`config.mk`:
```
export PLATFORM = sky130hd
export DESIGN_NAME = usb_line_serializer
export DESIGN_NICKNAME = d
export VERILOG_FILES = /design/src/rtl/usb_ser_pkg.sv /design/src/rtl/usb_ser_tick.sv /design/src/rtl/usb_ser_nrzi.sv /design/src/rtl/usb_line_serializer.sv
export SDC_FILE = /design/constraint.sdc
export NUM_CORES = 1
export LEC_CHECK = 0
export ABC_AREA = 1
export BUFFER_PORTS_ARGS = -buffer_cell sky130_fd_sc_hd__buf_2
export CAP_MARGIN = 20
export CORE_UTILIZATION = 55
export DETAILED_ROUTE_END_ITERATION = 10
export PLACE_DENSITY = 0.77
export SLEW_MARGIN = 20
export SYNTH_ARGS = -nofsm -noshare
export SYNTH_HDL_FRONTEND = slang
export SYNTH_HIERARCHICAL = 1
export SYNTH_SLANG_ARGS = --single-unit
```
`constraint.sdc`:
```
create_clock -name clk -period 5.4 [get_ports clk]
set_input_delay 0.81 -clock clk [delete_from_list [all_inputs] [get_ports clk]]
set_output_delay 0.81 -clock clk [all_outputs]
set_load 0.005 [all_outputs]
```
`src/rtl/usb_ser_pkg.sv`:
```
package usb_ser_pkg;
    typedef enum logic [1:0] {
        ST_IDLE = 2'd0,
        ST_SYNC = 2'd1,
        ST_DATA = 2'd2,
        ST_EOP  = 2'd3
    } ser_state_e;

    // Line symbols as {dp, dn}
    localparam logic [1:0] LN_SE0 = 2'b00;
    localparam logic [1:0] LN_K   = 2'b01;
    localparam logic [1:0] LN_J   = 2'b10;
endpackage

```
`src/rtl/usb_ser_tick.sv`:
```
module usb_ser_tick #(
    parameter int TICKS_PER_BIT = 4
) (
    input  logic clk,
    input  logic rst_n,
    input  logic run_i,
    output logic strobe_o
);
    localparam int DIVW = (TICKS_PER_BIT > 1) ? $clog2(TICKS_PER_BIT) : 1;

    logic [DIVW-1:0] div_d, div_q;

    always_comb begin
        div_d = '0;
        if (run_i) begin
            div_d = (div_q == DIVW'(TICKS_PER_BIT - 1)) ? '0 : div_q + 1'b1;
        end
    end

    always_ff @(posedge clk or negedge rst_n) begin
        if (!rst_n) div_q <= '0;
        else        div_q <= div_d;
    end

    assign strobe_o = run_i && (div_q == '0);

    // the divider never leaves its range
    a_r1_div_range: assert property (@(posedge clk) disable iff (!rst_n)
        div_q <= DIVW'(TICKS_PER_BIT - 1));
endmodule

```
`src/rtl/usb_ser_nrzi.sv`:
```
module usb_ser_nrzi #(
    parameter int STUFF_RUN = 6,
    parameter int OW        = 3
) (
    input  logic [1:0]    line_i,
    input  logic          bit_i,
    input  logic [OW-1:0] ones_i,
    output logic [1:0]    line_o,
    output logic [OW-1:0] ones_o,
    output logic          stuff_o
);
    import usb_ser_pkg::*;

    logic [1:0] flipped;

    always_comb begin
        flipped = (line_i == LN_J) ? LN_K : LN_J;
        stuff_o = (ones_i == OW'(STUFF_RUN));
        if (stuff_o) begin
            line_o = flipped;
            ones_o = '0;
        end else if (bit_i) begin
            line_o = line_i;
            ones_o = ones_i + 1'b1;
        end else begin
            line_o = flipped;
            ones_o = '0;
        end
    end
endmodule

```
`src/rtl/usb_line_serializer.sv`:
```
module usb_line_serializer #(
    parameter int          TICKS_PER_BIT = 4,
    parameter int          MAX_BYTES     = 16,
    parameter logic [7:0]  SYNC_PATTERN  = 8'h2A,
    parameter int          STUFF_RUN     = 6
) (
    input  logic                               clk,
    input  logic                               rst_n,
    input  logic                               start_i,
    input  logic [$clog2(MAX_BYTES+1)-1:0]     byte_count_i,
    input  logic [$clog2(MAX_BYTES+1)-1:0]     split_idx_i,
    input  logic                               pullup_i,
    output logic [$clog2(MAX_BYTES+1)-1:0]     rd_addr_o,
    input  logic [7:0]                         rd_data_i,
    output logic                               busy_o,
    output logic                               drive_en_o,
    output logic                               dp_o,
    output logic                               dn_o
);
    import usb_ser_pkg::*;

    localparam int IDXW = $clog2(MAX_BYTES + 1);
    localparam int OW   = $clog2(STUFF_RUN + 1);

    typedef struct packed {
        ser_state_e     st;
        logic [2:0]     bitpos;
        logic [IDXW-1:0] byte_idx;
        logic [IDXW-1:0] count;
        logic [IDXW-1:0] split;
        logic           split_pend;
        logic [OW-1:0]  ones;
        logic [1:0]     eop_ph;
        logic [1:0]     line;
        logic           den;
    } ser_regs_t;

    ser_regs_t r_d, r_q;

    logic          strobe;
    logic [1:0]    nz_line;
    logic [OW-1:0] nz_ones;
    logic          nz_stuff;

    usb_ser_tick #(.TICKS_PER_BIT(TICKS_PER_BIT)) u_tick (
        .clk      (clk),
        .rst_n    (rst_n),
        .run_i    (r_q.st != ST_IDLE),
        .strobe_o (strobe)
    );

    usb_ser_nrzi #(.STUFF_RUN(STUFF_RUN), .OW(OW)) u_nrzi (
        .line_i  (r_q.line),
        .bit_i   (rd_data_i[r_q.bitpos]),
        .ones_i  (r_q.ones),
        .line_o  (nz_line),
        .ones_o  (nz_ones),
        .stuff_o (nz_stuff)
    );

    always_comb begin
        r_d = r_q;
        if (r_q.st == ST_IDLE) begin
            if (start_i) begin
                r_d.st         = ST_SYNC;
                r_d.bitpos     = '0;
                r_d.byte_idx   = '0;
                r_d.count      = byte_count_i;
                r_d.split      = split_idx_i;
                r_d.split_pend = (split_idx_i != '0) && (split_idx_i < byte_count_i);
            end
        end else if (strobe) begin
            unique case (r_q.st)
                ST_SYNC: begin
                    r_d.den    = 1'b1;
                    r_d.ones   = '0;
                    r_d.line   = SYNC_PATTERN[r_q.bitpos] ? LN_J : LN_K;
                    r_d.bitpos = r_q.bitpos + 1'b1;
                    if (r_q.bitpos == 3'd7) r_d.st = ST_DATA;
                end
                ST_DATA: begin
                    if (nz_stuff) begin
                        r_d.line = nz_line;
                        r_d.ones = nz_ones;
                    end else if ((r_q.byte_idx == r_q.count) ||
                                 (r_q.split_pend && (r_q.byte_idx == r_q.split))) begin
                        r_d.line   = LN_SE0;
                        r_d.st     = ST_EOP;
                        r_d.eop_ph = 2'd0;
                    end else begin
                        r_d.line   = nz_line;
                        r_d.ones   = nz_ones;
                        r_d.bitpos = r_q.bitpos + 1'b1;
                        if (r_q.bitpos == 3'd7) r_d.byte_idx = r_q.byte_idx + 1'b1;
                    end
                end
                ST_EOP: begin
                    if (r_q.eop_ph == 2'd0) begin
                        r_d.line   = LN_SE0;
                        r_d.eop_ph = 2'd1;
                    end else if (r_q.eop_ph == 2'd1) begin
                        r_d.line   = LN_J;
                        r_d.eop_ph = 2'd2;
                    end else if (r_q.split_pend) begin
                        r_d.split_pend = 1'b0;
                        r_d.st         = ST_SYNC;
                        r_d.ones       = '0;
                        r_d.line       = SYNC_PATTERN[0] ? LN_J : LN_K;
                        r_d.bitpos     = 3'd1;
                    end else begin
                        r_d.st   = ST_IDLE;
                        r_d.den  = 1'b0;
                        r_d.line = LN_SE0;
                    end
                end
                default: r_d.st = ST_IDLE;
            endcase
        end
    end

    always_ff @(posedge clk or negedge rst_n) begin
        if (!rst_n) r_q <= '0;
        else        r_q <= r_d;
    end

    assign rd_addr_o  = r_q.byte_idx;
    assign busy_o     = (r_q.st != ST_IDLE);
    assign drive_en_o = r_q.den;
    assign dp_o       = r_q.den ? r_q.line[1] : pullup_i;
    assign dn_o       = r_q.den ? r_q.line[0] : 1'b0;

    // never both lines high
    a_r10_no_se1: assert property (@(posedge clk) disable iff (!rst_n)
        !(dp_o && dn_o));
    // the line only changes on a divider strobe
    a_r1_hold: assert property (@(posedge clk) disable iff (!rst_n)
        (busy_o && !strobe) |=> $stable({drive_en_o, dp_o, dn_o}));
    // start while busy leaves the captured transfer alone
    a_r8_ignore_start: assert property (@(posedge clk) disable iff (!rst_n)
        (busy_o && start_i) |=> $stable({r_q.count, r_q.split}));
    // an accepted start makes the block busy
    a_r8_busy_rise: assert property (@(posedge clk) disable iff (!rst_n)
        (!busy_o && start_i) |=> busy_o);
    // the ones run never exceeds the stuffing limit
    a_r4_ones_bound: assert property (@(posedge clk) disable iff (!rst_n)
        r_q.ones <= OW'(STUFF_RUN));
    // release drops the drive together with busy
    a_r5_release: assert property (@(posedge clk) disable iff (!rst_n)
        $fell(busy_o) |-> !drive_en_o);
    // released line follows the pull-up
    a_r7_idle_level: assert property (@(posedge clk) disable iff (!rst_n)
        !drive_en_o |-> (dp_o == pullup_i) && !dn_o);
endmodule

```
==> results.sh, run 1 <==
export IMPL_status="finished, final reports clean"
export IMPL_grt_max_degree=32
export IMPL_initial_core_util_pct=57.4
export IMPL_irDropWorstVdd_mv=0.231
export IMPL_syn_inst=315
export IMPL_synth_seq_cells=31
export IMPL_cp_max_fo=13
export IMPL_drv_cap=0
export IMPL_clockBufferDepth=2
export IMPL_track_usage_pct=23.3
export IMPL_yosys_top_cells_area="dfrtp_1, nand2_1, ha_1, inv_1, nor2_1"
export IMPL_rr_worst_depth=13
export IMPL_cts_resized=0
export IMPL_final_fill_count=383
export IMPL_cts_hold_buf=0
export IMPL_finClkSkew_ps=1.95
export IMPL_layout_cells_non_filler=393
export IMPL_num_vias=1965
export IMPL_wl_mm=4.38
export IMPL_worstPathRequired_ps=4590
export IMPL_powerDensity_nw_per_um2=522
export IMPL_grt_ovfl_total=0
export IMPL_worstPathArrival_ps=1690
export IMPL_ys_warn_count=6
export IMPL_cp_cell_sequence="inv_1 > ha_1 > inv_4 > buf_2"
export IMPL_portBuffers=30
export IMPL_drtIter0Drc=117
export IMPL_fp_coreArea_sq_um=4000
export IMPL_worst_pin_slew_ps=671
export IMPL_cts_buffers=5
export IMPL_hpwl_mm=3.39
export IMPL_avgRoutedWirePerCell_um=11.2
export IMPL_ys_types=36
export IMPL_slew_limit_headroom_pct=55.3
export IMPL_htreeDepth=2
export IMPL_clock_sinks=31
export IMPL_syn_area_sq_um=2300
export IMPL_ios=31
export IMPL_die_h_um=66.6
export IMPL_fin_setup_tns_ps=0
export IMPL_syn_avg_cell_area_sq_um=7.29
export IMPL_netlist_top_cell_by_area="dfrtp_1"
export IMPL_clkLatencyLatePin_ps=280
export IMPL_ys_seq_area_share_pct=33.8
export IMPL_drcViolationCount=0
export IMPL_max_freq_ghz=0.401
export IMPL_p_leak_nw=1.39
export IMPL_rsz0062_at_grt="false"
export IMPL_hold_viol=0
export IMPL_synth_most_common_cell="nand2_1"
export IMPL_cts_root_buf="clkbuf_8"
export IMPL_yosys_area_top_type_share_pct=33.8
export IMPL_ys_top_cells_by_count="nand2_1, inv_1, dfrtp_1, nor2_1, o21ai_0"
export IMPL_insertedDiodeCount=0
export IMPL_die_area_sq_um=4440
export IMPL_grt_pass1_vias=1748
export IMPL_r2r_end="r_q[7]$_DFFE_PN0P_"
export IMPL_setup_viol=0
export IMPL_gp_congestion=0.847
export IMPL_drive_gt1_share_pct=21.6
export IMPL_cts_setup_buffers=0
export IMPL_ant_nets=0
export IMPL_hp_class="flip-flop to flip-flop"
export IMPL_cts_tree="yes"
export IMPL_synth_async_reset_ratio_pct=100
export IMPL_critPathCaptureType="output pin"
export IMPL_nets=381
export IMPL_clkTransAtPathRegs_ps=60
export IMPL_worstSetupEndpoint="busy_o"
export IMPL_holdPathStages=2
export IMPL_die_x_um=66.6
export IMPL_slowest_delay_ps=500
export IMPL_first_pass_iters=4
export IMPL_syn_nets=354
export IMPL_ys_flop_type="dfrtp_1"
export IMPL_ff2ff_setup_slack_ps=3160
export IMPL_fin_crit_ps=2500
export IMPL_period_share_pct=46.2
export IMPL_antenna_found_initial=0
export IMPL_synth_edf_count=0
export IMPL_worstSetupStartpoint="r_q[27]$_DFFE_PN0P_"
export IMPL_area_growth_pct=10.0
export IMPL_critPathKind="flip-flop to output pin"
export IMPL_startpoint_type="flip-flop"
export IMPL_numPlacedInstances=385
export IMPL_grt_first_pass_wirelength_mm=7.71
export IMPL_row_count=23
export IMPL_maxSlewViolCount=0
export IMPL_crit_slowest_cell="ha_1"
export IMPL_timing_rr_start="r_q[27]$_DFFE_PN0P_"
export IMPL_vias_per_cell=5.00
## worst min path at each step
stage	end	startpoint	slack, ps
2_1_floorplan	r_q[3]$_DFFE_PN0P_	r_q[3]$_DFFE_PN0P_	460
3_3_place_gp	r_q[11]$_DFFE_PN0P_	r_q[11]$_DFFE_PN0P_	490
3_5_place_dp	r_q[2]$_DFFE_PN0P_	r_q[2]$_DFFE_PN0P_	500
4_1_cts	r_q[2]$_DFFE_PN0P_	r_q[2]$_DFFE_PN0P_	520
5_1_grt	r_q[11]$_DFFE_PN0P_	r_q[11]$_DFFE_PN0P_	540
6_report	r_q[6]$_DFFE_PN0P_	r_q[6]$_DFFE_PN0P_	510
## report_power, final
group	switching (W)	internal [W]	total (W)	leakage (nW)
Sequential	0.000110	0.000331	0.000441	0.397
Clock	0.0000832	0.0000902	0.000173	0.0422
Combinational	0.000440	0.000264	0.000705	0.947
## cell type report
class	count	area, sq um	area share, %
Clock inverter	1	5.00	0.198
Sequential cell	31	776	30.7
Tap cell	50	62.6	2.48
Timing Repair Buffer	30	150	5.94
Multi-Input combinational cell	219	1240	49.1
Inverter	55	216	8.56
Clock buffer	7	76.3	3.02
## state kept, by name, summed over array words and instances, names as in the netlist
register	cells
r_q	23
drive_en_o	1
u_tick/div_q	2
rd_addr_o	5
## stage by stage
| step | utilization (%) | worst slack [ps] | area (sq um) | hold WS, ps | total power (W) |
|---|---|---|---|---|---|
| 2_1_floorplan | - | 3530 | 2300 | 463 | 0.00100 |
| 3_3_place_gp | 61.2 | 3250 | 2450 | 492 | 0.00113 |
| 3_5_place_dp | 61.2 | 3220 | 2450 | 500 | 0.00114 |
| 4_1_cts | 63.2 | 2900 | 2530 | 516 | 0.00132 |
| 5_1_grt | 63.2 | 2760 | 2530 | 536 | 0.00146 |
| 6_report | 63.2 | 2900 | 2530 | 514 | 0.00132 |
## worst max-delay path, delay by kind of cell, from the launching register on
family,cells,cell delay (ps)
adders and majority gates,1,500
DFF,1,400
buffers and inverters,3,490
## routing by layer
metal | vias to the layer above | share of wire [%] | GRT usage [%]
li1 | 1034 | - | -
met1 | 889 | 50 | 31.5
met2 | 35 | 44 | 35.6
met3 | 7 | 3.9 | 5.65
met4 | 0 | 2.0 | 8.78
met5 | - | 0 | 0
## cell families after synthesis
family | Yosys count | share of synthesized area, %
AO/OA/AOI/OAI | 37 | 10.0
XOR/XNOR | 5 | 1.91
adder cells (fa/ha/maj) | 17 | 9.26
buffers and inverters | 65 | 12.2
flip-flops | 31 | 33.8
multiplexers | 1 | 0.490
AND/OR/NAND/NOR | 159 | 32.4
## placed cells by master, fill, tap and decap left out
cell	instances
a211oi_1	1
a21o_1	1
a21oi_1	5
a21oi_2	1
a21oi_4	1
buf_2	30
clkbuf_1	2
clkbuf_8	5
clkinv_1	1
clkinv_2	1
dfrtp_1	31
ha_1	17
inv_1	47
inv_2	5
inv_4	1
inv_8	1
mux2_2	1
nand2_1	81
nand2_2	9
nand2_4	4
nand3_1	13
nand3_2	7
nand4_1	4
nor2_1	31
nor2_2	2
nor3_1	6
nor3b_2	1
o211ai_1	1
o21ai_0	18
o21ai_1	2
o21ai_2	4
o22ai_1	1
o31ai_1	1
o32ai_1	1
or2_2	1
xnor2_1	2
xor2_1	3
Power figures use the tool's default switching activity.
==> run 2: changes to the inputs <==
Settings changed: CORE_UTILIZATION 55 to 52, PLACE_DENSITY 0.77 to 0.76.
Clock period 5.4 ns to 2.2 ns, I/O delays scaled along.
==> results.sh, run 2 (synthesized netlist as in run 1, its figures left out) <==
export IMPL_status="finished, final reports clean"
export IMPL_cts_tree="yes"
export IMPL_p_leak_nw=1.42
export IMPL_powerDensity_nw_per_um2=1330
export IMPL_rsz0062_at_grt="false"
export IMPL_final_fill_count=371
export IMPL_portBuffers=30
export IMPL_slew_limit_headroom_pct=54.3
export IMPL_worstSetupEndpoint="r_q[6]$_DFFE_PN0P_"
export IMPL_first_pass_iters=4
export IMPL_drv_cap=0
export IMPL_cts_root_buf="clkbuf_8"
export IMPL_ios=31
export IMPL_hold_viol=0
export IMPL_grt_max_degree=32
export IMPL_drtIter0Drc=99
export IMPL_timing_rr_start="r_q[27]$_DFFE_PN0P_"
export IMPL_wl_mm=4.55
export IMPL_hp_class="primary input to asynchronous set/reset pin"
export IMPL_clkLatencyLatePin_ps=290
export IMPL_largest_register="r_q"
export IMPL_worstPathArrival_ps=2160
export IMPL_startpoint_type="flip-flop"
export IMPL_ff2ff_setup_slack_ps=270
export IMPL_cts_hold_buf=0
export IMPL_die_x_um=68.5
export IMPL_ant_nets=0
export IMPL_gp_congestion=0.848
export IMPL_r2r_end="r_q[6]$_DFFE_PN0P_"
export IMPL_rr_worst_depth=13
export IMPL_cts_buffers=5
export IMPL_layout_commonest_cell="nand2_1"
export IMPL_drive_gt1_share_pct=23.1
export IMPL_setup_viol=0
export IMPL_finClkSkew_ps=4.34
export IMPL_clock_sinks=31
export IMPL_maxSlewViolCount=0
export IMPL_critPathKind="flip-flop to flip-flop"
export IMPL_fin_setup_tns_ps=0
export IMPL_htreeDepth=2
export IMPL_initial_core_util_pct=55.8
export IMPL_nets=384
export IMPL_final_cell_mix="nand2_1, inv_1, nor2_1, dfrtp_1, buf_2"
export IMPL_insertedDiodeCount=0
export IMPL_irDropWorstVdd_mv=0.557
export IMPL_worst_pin_slew_ps=686
export IMPL_area_growth_pct=12.8
export IMPL_num_vias=1992
export IMPL_die_h_um=68.5
export IMPL_vias_per_cell=5.03
export IMPL_grt_first_pass_wirelength_mm=7.76
export IMPL_die_area_sq_um=4690
export IMPL_grt_ovfl_total=0
export IMPL_clockBufferDepth=2
export IMPL_cp_max_fo=12
export IMPL_clkTransAtPathRegs_ps=60
export IMPL_drcViolationCount=0
export IMPL_whs_ps=85.0
export IMPL_worstSetupStartpoint="r_q[27]$_DFFE_PN0P_"
export IMPL_period_share_pct=87.7
export IMPL_largest_reg_flops=23
export IMPL_grt_pass1_vias=1777
export IMPL_track_usage_pct=22.7
export IMPL_avgRoutedWirePerCell_um=11.5
export IMPL_antenna_found_initial=0
export IMPL_hpwl_mm=3.54
export IMPL_worstPathRequired_ps=2430
export IMPL_row_count=23
export IMPL_fin_crit_ps=1930
export IMPL_fp_coreArea_sq_um=4120
export IMPL_critPathCaptureType="flip-flop"
export IMPL_max_freq_ghz=0.518
run 2: cell type report:
class	count	area, sq um	share of cell area (%)
Clock buffer	6	82.6	3.19
Clock inverter	2	35.0	1.35
Inverter	55	216	8.35
Multi-Input combinational cell	219	1250	48.1
Sequential cell	31	776	29.9
Tap cell	50	62.6	2.41
Timing Repair Buffer	33	173	6.66
run 2: what timing repair did:
action | 4_1_cts | 5_1_grt
endpoints found under the setup margin | 0 | 3
resized for setup | 0 | 1
endpoints found under the hold margin | 0 | 0
setup buffers | 0 | 0
run 2: stage by stage:
| step | instances | power [W] | instance area (sq um) | utilization [%] | setup slack, ps |
|---|---|---|---|---|---|
| after floorplan | 315 | 0.00246 | 2300 | - | 436 |
| after global placement | 388 | 0.00282 | 2470 | 60.0 | 357 |
| after detailed placement | 388 | 0.00286 | 2470 | 60.0 | 204 |
| after CTS | 396 | 0.00346 | 2590 | 62.8 | 178 |
| after global routing | 396 | 0.00378 | 2590 | 63.0 | 57.3 |
| final | 396 | 0.00344 | 2590 | 63.0 | 270 |
run 2: worst min path at each step:
stage,from,endpoint,cells past startpoint
after floorplan,rst_n,drive_en_o$_DFFE_PN0P_,0
after global placement,rst_n,r_q[14]$_DFFE_PN0P_,1
after detailed placement,rst_n,r_q[15]$_DFFE_PN0P_,1
after CTS,rst_n,rd_addr_o[1]$_DFFE_PN0P_,1
after global routing,rst_n,r_q[15]$_DFFE_PN0P_,1
final,rst_n,r_q[15]$_DFFE_PN0P_,1
run 2: worst max-delay path, cell delays in order (launching register included):
cell	delay, ps
dfrtp_1	400
inv_1	120
ha_1	260
inv_4	160
nand2_1	70
inv_1	80
inv_1	40
nor2_1	140
inv_1	90
nor3_2	150
inv_1	60
nor2_1	180
nand2_1	70
nand2_1	60
run 2: per-layer routing:
| layer | up-vias | track usage, % | share of wire [%] |
|---|---|---|---|
| met2 | 49 | 37.1 | 46 |
| met1 | 896 | 29.3 | 47 |
| met4 | 0 | 7.81 | 1.5 |
| li1 | 1042 | - | - |
| met3 | 5 | 5.00 | 4.9 |
| met5 | - | 0 | 0 |
run 2: report_power, final:
group | switching [W] | internal (W) | total [W]
sequential | 0.000270 | 0.000813 | 0.00108
combinational | 0.00110 | 0.000675 | 0.00178
clock | 0.000213 | 0.000366 | 0.000579
==> run 3: changes to the inputs <==
Settings changed: ABC_AREA 1 to default.
==> results.sh, run 3 <==
export IMPL_ant_nets=0
export IMPL_fin_crit_ps=2070
export IMPL_yosys_area_top_type_share_pct=34.2
export IMPL_clock_sinks=31
export IMPL_p_seq_share_pct=30.1
export IMPL_grt_max_degree=32
export IMPL_timing_rr_start="r_q[27]$_DFFE_PN0P_"
export IMPL_ios=31
export IMPL_largest_reg_flops=23
export IMPL_synthAdderAreaFrac_pct=9.37
export IMPL_period_share_pct=94.0
export IMPL_finClkSkew_ps=3.83
export IMPL_p_total_w=0.00322
export IMPL_hp_class="primary input to asynchronous set/reset pin"
export IMPL_synth_top_family_by_area="simple AND/OR/NAND/NOR gates"
export IMPL_htreeDepth=2
export IMPL_intPower_w=0.00185
export IMPL_netlist_top_cell_by_area="dfrtp_1"
export IMPL_insertedDiodeCount=0
export IMPL_final_fill_count=365
export IMPL_synthMuxAreaShare_pct=4.52
export IMPL_worstPathRequired_ps=2370
export IMPL_rsz0062_at_grt="false"
export IMPL_clkLatencyLatePin_ps=280
export IMPL_worst_pin_slew_ps=693
export IMPL_worstPathArrival_ps=2240
export IMPL_yosys_top_cells_area="dfrtp_1, ha_1, nand2_1, o21ai_0, inv_1"
export IMPL_syn_nets=288
export IMPL_num_vias=1917
export IMPL_p_comb_share_pct=55.9
export IMPL_status="finished, final reports clean"
export IMPL_first_pass_iters=4
export IMPL_cp_cell_sequence="inv_1 > ha_1 > inv_1 > and2_4 > nand2b_4 > a211oi_4 > nor2_2 > a221o_1 > a32o_2"
export IMPL_place_area_sq_um=2480
export IMPL_hpwl_mm=3.79
export IMPL_synth_simple_gate_area_share_pct=21.8
export IMPL_critPathCaptureType="flip-flop"
export IMPL_track_usage_pct=25.0
export IMPL_maxSlewViolCount=0
export IMPL_clkTransAtPathRegs_ps=60
export IMPL_vias_per_cell=5.74
export IMPL_drtIter0Drc=128
export IMPL_slew_limit_headroom_pct=53.8
export IMPL_fp_coreArea_sq_um=4090
export IMPL_final_cell_mix="nand2_1, dfrtp_1, buf_2"
export IMPL_cts_hold_buf=0
export IMPL_cts_tree="yes"
export IMPL_synthXorXnorAreaFrac_pct=3.86
export IMPL_setup_viol=0
export IMPL_grt_ovfl_total=0
export IMPL_synth_seq_cells=31
export IMPL_slowest_delay_ps=350
export IMPL_critPathMostFrequentCell="inv_1"
export IMPL_avgRoutedWirePerCell_um=14.9
export IMPL_ys_seq_area_share_pct=34.2
export IMPL_worstSetupStartpoint="r_q[27]$_DFFE_PN0P_"
export IMPL_ys_top_cells_by_count="nand2_1, dfrtp_1, inv_1, ha_1, o21ai_0"
export IMPL_fin_util_pct=63.5
export IMPL_drive_gt1_share_pct=25.0
export IMPL_synth_async_reset_ratio_pct=100
export IMPL_irDropWorstVdd_mv=0.523
export IMPL_powerDensity_nw_per_um2=1240
export IMPL_cts_root_buf="clkbuf_8"
export IMPL_swShare_pct=42.6
export IMPL_numPlacedInstances=326
export IMPL_die_area_sq_um=4630
export IMPL_fin_setup_tns_ps=0
export IMPL_syn_avg_cell_area_sq_um=9.12
export IMPL_cp_max_fo=6
export IMPL_critPathKind="flip-flop to flip-flop"
export IMPL_initial_core_util_pct=55.5
export IMPL_row_count=23
export IMPL_synth_compound_area_share_pct=20.2
export IMPL_p_leak_nw=1.23
export IMPL_drv_cap=0
export IMPL_grt_pass1_vias=1903
export IMPL_ys_types=60
export IMPL_antenna_found_initial=0
export IMPL_syn_inst=249
export IMPL_ys_flop_type="dfrtp_1"
export IMPL_wl_mm=4.97
export IMPL_clockBufferDepth=2
export IMPL_nets=323
export IMPL_synth_edf_count=0
export IMPL_die_x_um=68.1
export IMPL_area_growth_pct=14.3
export IMPL_synth_most_common_cell="nand2_1"
export IMPL_ys_warn_count=6
export IMPL_die_h_um=68.1
export IMPL_layout_commonest_cell="nand2_1"
export IMPL_power_frac_clock_pct=14.1
export IMPL_largest_register="r_q"
export IMPL_layout_cells_non_filler=334
export IMPL_grt_first_pass_wirelength_mm=8.42
export IMPL_drcViolationCount=0
export IMPL_rr_worst_depth=9
export IMPL_syn_area_sq_um=2270
export IMPL_gp_congestion=0.861
export IMPL_max_freq_ghz=0.483
export IMPL_startpoint_type="flip-flop"
export IMPL_p_switching_w=0.00137
export IMPL_hold_viol=0
export IMPL_cts_buffers=5
export IMPL_portBuffers=30
export IMPL_crit_slowest_cell="dfrtp_1"
export IMPL_design_area_sq_um=2590
run 3: cell count changes after synthesis, moves of 5 or more:
cell / delta
nor2b_1: +5
a21oi_1: +8
inv_1: -29
nand2_2: -9
nand2b_1: +5
and2_1: +5
inv_2: -5
nor2_1: -20
nand3_1: -9
nand2_1: -44
nand3_2: -6
run 3: power groups by stage:
stage	Sequential [W]	Clock, W	Combinational [W]
6_report	0.000968	0.000453	0.00180
4_1_cts	0.000966	0.000464	0.00174
3_3_place_gp	0.000962	0	0.00169
2_1_floorplan	0.000934	0	0.00133
5_1_grt	0.000997	0.000486	0.00202
3_5_place_dp	0.000978	0	0.00174
run 3: repair_timing:
action	in CTS	in global routing
setup buffers	0	1
setup endpoints to repair	0	5
resized for setup	0	3
run 3: cell families (layout without fill, tap and decap cells):
logic type / count (synthesis) / after routing
AND/OR/NAND/NOR: 92 / 92
AO/OA/AOI/OAI: 62 / 62
flip-flops: 31 / 31
buffers and inverters: 30 / 65
adder cells (fa/ha/maj): 17 / 17
XOR/XNOR: 10 / 10
multiplexers: 7 / 7
run 3: through the flow:
step                      setup WS (ps)  hold slack (ps)
after floorplan                    6.76             34.4
after global placement              140              429
after detailed placement           78.7              423
after CTS                          79.4              117
after global routing               20.6              150
final                               131             88.6
run 3: final timing paths:
| kind | endpoint | slack, ps |
|---|---|---|
| worst max-delay path | r_q[26]$_DFFE_PN0P_ | 130 |
| worst min-delay path | r_q[14]$_DFFE_PN0P_ | 90 |
| min in group clk | r_q[14]$_DFFE_PN0P_ | 250 |
| max in group asynchronous | r_q[24]$_DFFE_PN0P_ | 1630 |
| worst max register to register | r_q[26]$_DFFE_PN0P_ | 130 |
| worst min register to register | r_q[11]$_DFFE_PN0P_ | 500 |
run 3: area by class of cell:
cell class / count / area [sq um] / share of cell area [%]
Clock buffer: 6 / 82.6 / 3.18
Clock inverter: 1 / 5.00 / 0.193
Inverter: 18 / 67.6 / 2.60
Sequential cell: 31 / 777 / 30.0
Tap cell: 50 / 62.6 / 2.41
Multi-Input combinational cell: 188 / 1360 / 52.5
Timing Repair Buffer: 40 / 238 / 9.17
run 3: critical path, delay by kind of cell (launching register included):
kind	cells	cell delay, ps
and+or+nand+nor	3	360
DFF	1	350
adders and majority gates	1	240
buffers and inverters	2	170
AOI/OAI and AO/OA	3	860
run 3: layer usage:
| metal | GRT usage (%) | up-vias | wire (um) |
|---|---|---|---|
| li1 | - | 952 | - |
| met1 | 29.5 | 886 | 2120 |
| met2 | 42.4 | 66 | 2430 |
| met3 | 6.00 | 13 | 308 |
| met4 | 12.0 | 0 | 112 |
| met5 | 0 | - | 0 |
